$ cat src/rtl/burst_addr_pkg.sv
package burst_addr_pkg;

    localparam int BEAT_W = 2;
    localparam int BEATS  = 1 << BEAT_W;

    typedef logic [BEAT_W-1:0] beat_t;

    typedef enum logic {
        ORD_LINEAR     = 1'b0,
        ORD_INTERLEAVE = 1'b1
    } burst_order_e;

    typedef struct packed {
        logic  load;
        logic  step;
    } burst_ctl_t;

    function automatic beat_t map_low(input burst_order_e ord,
                                      input beat_t base,
                                      input beat_t beat);
        beat_t r;
        case (ord)
            ORD_LINEAR:     r = base + beat;
            ORD_INTERLEAVE: r = base ^ beat;
            default:        r = base;
        endcase
        return r;
    endfunction

    function automatic burst_ctl_t decode_ctl(input logic start,
                                              input logic adv_n);
        burst_ctl_t c;
        c.load = start;
        c.step = !start && !adv_n;
        return c;
    endfunction

endpackage

$ cat src/rtl/burst_beat_ctr.sv
module burst_beat_ctr
    import burst_addr_pkg::*;
(
    input  logic  clk,
    input  logic  rst,
    input  logic  clear,
    input  logic  step,
    output beat_t beat_o
);
    beat_t beat_q;

    always_ff @(posedge clk) begin
        if (rst || clear) beat_q <= '0;
        else if (step)    beat_q <= beat_q + beat_t'(1);
    end

    assign beat_o = beat_q;

    AST_BEAT_STEP: assert property (@(posedge clk) disable iff (rst)
        (!clear && step) |=> (beat_o == beat_t'($past(beat_o) + beat_t'(1))));
    AST_BEAT_CLEAR: assert property (@(posedge clk) disable iff (rst)
        clear |=> (beat_o == '0));

endmodule

$ cat src/rtl/burst_base_reg.sv
module burst_base_reg
    import burst_addr_pkg::*;
#(
    parameter int ADDR_W = 20
) (
    input  logic                     clk,
    input  logic                     rst,
    input  logic                     load,
    input  logic [ADDR_W-1:0]        addr_i,
    output logic [ADDR_W-1:BEAT_W]   upper_o,
    output beat_t                    low_o
);
    logic [ADDR_W-1:0] base_q;

    always_ff @(posedge clk) begin
        if (rst)       base_q <= '0;
        else if (load) base_q <= addr_i;
    end

    assign upper_o = base_q[ADDR_W-1:BEAT_W];
    assign low_o   = base_q[BEAT_W-1:0];

    AST_UPPER_FIXED: assert property (@(posedge clk) disable iff (rst)
        !load |=> $stable(upper_o));

endmodule

$ cat src/rtl/burst_addr_gen.sv
module burst_addr_gen
    import burst_addr_pkg::*;
#(
    parameter int ADDR_W = 20
) (
    input  logic              clk,
    input  logic              rst,
    input  logic              start_i,
    input  logic [ADDR_W-1:0] start_addr_i,
    input  logic              adv_n_i,
    input  logic              order_sel_i,
    output logic [ADDR_W-1:0] addr_o
);
    burst_ctl_t                ctl;
    beat_t                     beat;
    beat_t                     base_low;
    logic [ADDR_W-1:BEAT_W]    base_up;
    burst_order_e              order;

    assign ctl   = decode_ctl(start_i, adv_n_i);
    assign order = burst_order_e'(order_sel_i);

    burst_beat_ctr u_beat (
        .clk    (clk),
        .rst    (rst),
        .clear  (ctl.load),
        .step   (ctl.step),
        .beat_o (beat)
    );

    burst_base_reg #(.ADDR_W(ADDR_W)) u_base (
        .clk     (clk),
        .rst     (rst),
        .load    (ctl.load),
        .addr_i  (start_addr_i),
        .upper_o (base_up),
        .low_o   (base_low)
    );

    always_comb addr_o = {base_up, map_low(order, base_low, beat)};

    AST_LOAD_ADDR: assert property (@(posedge clk) disable iff (rst)
        start_i |=> (addr_o == $past(start_addr_i)));
    AST_STALL_HOLD: assert property (@(posedge clk) disable iff (rst)
        (!start_i && adv_n_i) |=> $stable(addr_o));
    AST_LINEAR_STEP: assert property (@(posedge clk) disable iff (rst)
        (!start_i && !adv_n_i && !order_sel_i)
        |=> (addr_o[BEAT_W-1:0] == beat_t'($past(addr_o[BEAT_W-1:0]) + beat_t'(1))));
    AST_ORDER_STATIC: assert property (@(posedge clk) disable iff (rst)
        1'b1 |=> $stable(order_sel_i));

endmodule

$ cat config.mk
export PLATFORM = sky130hd
export DESIGN_NAME = burst_addr_gen
export DESIGN_NICKNAME = d
export VERILOG_FILES = /design/src/rtl/burst_addr_pkg.sv /design/src/rtl/burst_beat_ctr.sv /design/src/rtl/burst_base_reg.sv /design/src/rtl/burst_addr_gen.sv
export SDC_FILE = /design/constraint.sdc
export NUM_CORES = 1
export LEC_CHECK = 0
export ABC_AREA = 1
export CORE_UTILIZATION = 38
export DETAILED_ROUTE_END_ITERATION = 6
export PLACE_DENSITY = 0.82
export SLEW_MARGIN = 20
export SYNTH_ARGS = -nofsm -noshare
export SYNTH_HDL_FRONTEND = slang
export SYNTH_SLANG_ARGS = --single-unit
$ cat constraint.sdc
create_clock -name clk -period 1.3 [get_ports clk]
set_clock_uncertainty 0.15 [all_clocks]
set_input_delay 0.26 -clock clk [delete_from_list [all_inputs] [get_ports clk]]
set_output_delay 0.26 -clock clk [all_outputs]
set_load 0.05 [all_outputs]
==> summary.txt <==
Status
  – Result of the run: complete, but fails checks
  – Violated checks: setup timing

Die
  – Initial core utilization: between 40% and 50%
  – Core Region: 2190 sq um
  – Die width: 50.1 um
  – Die ar.: 2510 sq um
  – Ports: 45
  – Chip Height: around 50 um
  – Number of rows created at floorplan: 17

Critical path
  – Critical-path cell list: ha_4 > nand2_1 > nand3_1 > nand2_1 > inv_2 > buf_12
  – Category of the most critical setup path: reg -> out
  – Most frequent cell on the critical path: nand2_1
  – WP data arrival: 1.23 ns
  – Cell with the largest stage delay on the worst path: dfxtp_2
  – Critical Path Start Type: flop
  – Maximum fanout along the worst path: 2
  – Delay of the slowest cell on the worst path: 0.35 ns
  – Crit path required time: 0.89 ns
  – Count of buffering cells on the critical path with inverters included: 2
  – Crit path capture type: output pin
  – Kind of cell with the highest combined delay on the critical path: flip-flops

Place
  – Dpl cell area: ~1600 sq um
  – DP Wirelength: approximately 1.8 mm
  – PortBufs: between 40 and 50
  – Final GP Congestion: between 0.7 and 0.8
  – Pre-CTS setup slack: -0.292 ns

Global routing
  – Overall global routing resource usage: ~22%
  – Pin count of the biggest net entering global routing: 22
  – Initial antenna violation count: 0
  – Gr ovfl total: 0
  – Via count of the first global-routing pass: 925
  – Global-route wire length before repair: just over 4 mm

STA
  – Post-route worst setup slack: -0.336 ns
  – Smallest hold slack: roughly 0.38 ns
  – Normalized max-slew margin: between 70% and 80%
  – Max-slew violation count: 0
  – RSZ-0062 raised after global routing: true
  – Hold Vio Cnt, Final: 0
  – Setup-failing EPs final: 2
  – Maximum operating frequency: approximately 610 MHz
  – Tcrit/Tclk final: 126%
  – Slew at the pin closest to its max-slew limit: around 0.38 ns
  – Clock period minus worst slack: 1.64 ns

Clock network
  – CTS buffer count: 3
  – Worst-Skew Late Latency: around 0.29 ns
  – Number of sinks handled by clock tree synthesis: 22
  – CTS H-tree lvls: 1
  – CTS Hold Buffers Added: 0
  – Cell at the root of the clock tree: clkbuf_4
  – Clk buf depth: 2
  – Clock-pin slew on the worst setup and hold paths: ~0.11 ns
  – Clock tree from TritonCTS: yes

Yosys
  – Synth Instances: 113
  – Register area share after synthesis: about 50%
  – Net count after synthesis: 139
  – Synth Cell Area: ~880 sq um
  – Synthesized area per cell: 7.77 sq um
  – Post-synthesis cell type with the largest combined area: dfxtp_1
  – Number of warnings printed during yosys synthesis: 0
  – Share of the synthesized area in the top cell type: around half
  – Distinct cell type count of the synthesized netlist: 15
  – Main area contributors after synthesis: dfxtp_1 50%, nor2_1 18%, o21ai_0 10%
  – Flop and latch count out of synthesis: 22

Route
  – Total vias in the final route: roughly 890
  – Antenna-violating nets left: 0
  – Routed WL: 2.42 mm
  – Detailed-routing iteration count for the pre-antenna-repair pass: 5
  – Vias per std cell: around 4.7
  – DRC violation total after the first TritonRoute iteration: 6
  – Drc violations: 0
  – Post-detailed-route wirelength per cell: approximately 13 um

Power
  – Seq pwr share: 47.7%
  – Reported net switching power: roughly 0.5 mW
  – Combinational fraction of design power: between 30 and 40%
  – Internal power summed over all cells: 1.11 mW
  – Leakage power: 0.681 nW
  – Switching Share: 30.9%
  – Clock share of power: a little under a fifth
  – Pwr per Cell Area: about 1000 nW/um^2
  – Maximum vdd drop: slightly above 0.7 mV

Hold path
  – Min-Delay Path Class: in -> reg

Layout
  – Antenna diodes: 0
  – Area growth, synth to finish: 83.3%
  – Number of inserted filler cells in the final layout: about 150
  – Most frequent standard cell in the layout excluding fill and tap cells: nor2_1
  – Final non-filler cell area: 1610 sq um
  – Final-stage net count: 189
  – Fraction of layout instances using a drive strength above 1: 30.4%
  – Most frequent cells in the layout: 42 x nor2_1, 24 x clkdlybuf4s50_1, 21 x buf_12

Flow run
  – Maximum capacitance violations: 0
==> flip-flops by register name, summed over array words and instances (netlist names) <==
| signal | cells |
|---|---|
| u_base.base_q | 20 |
| u_beat.beat_o | 2 |
==> routing by layer <==
metal,GRT usage [%],vias to the layer above,part of all wire [%]
li1,-,450,-
met1,24.9,419,42
met2,40.4,17,55
met3,3.09,2,2.2
met4,7.14,0,0.58
met5,0,-,0
==> through the flow <==
stage / cells / power [mW] / TNS (ns) / util, %
2_1_floorplan: 113 / 1.01 / -0.0727 / -
3_3_place_gp: 185 / 1.31 / -3.02 / 71.0
3_5_place_dp: 185 / 1.32 / -3.58 / 71.0
4_1_cts: 189 / 1.62 / -0.512 / 73.0
5_1_grt: 189 / 1.69 / -0.635 / 73.5
6_report: 189 / 1.61 / -0.486 / 73.5
==> tightest hold or removal path, delay by kind of cell <==
| family | cells | cell delay [ns] |
|---|---|---|
| buf+inv | 1 | 0.40 |
| simple gates | 2 | 0.15 |
==> final cells by class <==
type / instances / area [sq um] / share of cell area [%]
clock buffer: 3 / 22.5 / 1.40
inverter: 8 / 30.0 / 1.86
multi-input combinational: 77 / 364 / 22.6
sequential: 22 / 453 / 28.1
tap: 28 / 35.0 / 2.18
timing repair buffer: 51 / 706 / 43.8
==> Yosys cell counts <==
cell type	n
nor2_1	42
dfxtp_1	22
o21ai_0	18
nand2_1	8
inv_1	7
buf_6	3
a21oi_2	2
buf_4	2
nand3_1	2
o21ai_2	2
clkbuf_4	1
ha_1	1
inv_2	1
nor2_4	1
o21ai_1	1
==> cell families (layout without fill, tap and decap cells) <==
group,after synthesis,after routing,synth area share (%)
AO/OA/AOI/OAI,23,23,14.8
AND/OR/NAND/NOR,53,53,23.8
buffers and inverters,14,62,9.83
adder cells (fa/ha/maj),1,1,1.42
flip-flops,22,22,50.1
==> final timing paths <==
kind	from	end	slack, ns	cells past startpoint
worst max-delay path	u_beat.beat_o[0]	addr_o[1]	-0.34	6
worst min-delay path	start_addr_i[16]	u_base.base_q[16]	0.38	3
worst max register to register	u_beat.beat_o[0]	u_beat.beat_o[1]	0.22	6
worst min register to register	u_base.base_q[1]	u_base.base_q[1]	0.38	2
==> what timing repair did <==
| item | CTS | global route |
|---|---|---|
| pin swaps | 3 | 3 |
| gates resized for setup | 6 | 8 |
| endpoints found under the setup margin | 2 | 10 |
| buffers inserted | 1 | 0 |
==> power by group through the flow <==
stage,registers (mW),clock network [mW],logic [mW]
floorplan,0.888,0,0.123
global placement,0.775,0,0.531
detailed placement,0.778,0,0.541
CTS,0.765,0.307,0.549
global route,0.775,0.342,0.578
finish,0.769,0.294,0.548
(Power assumes the default switching activity.)
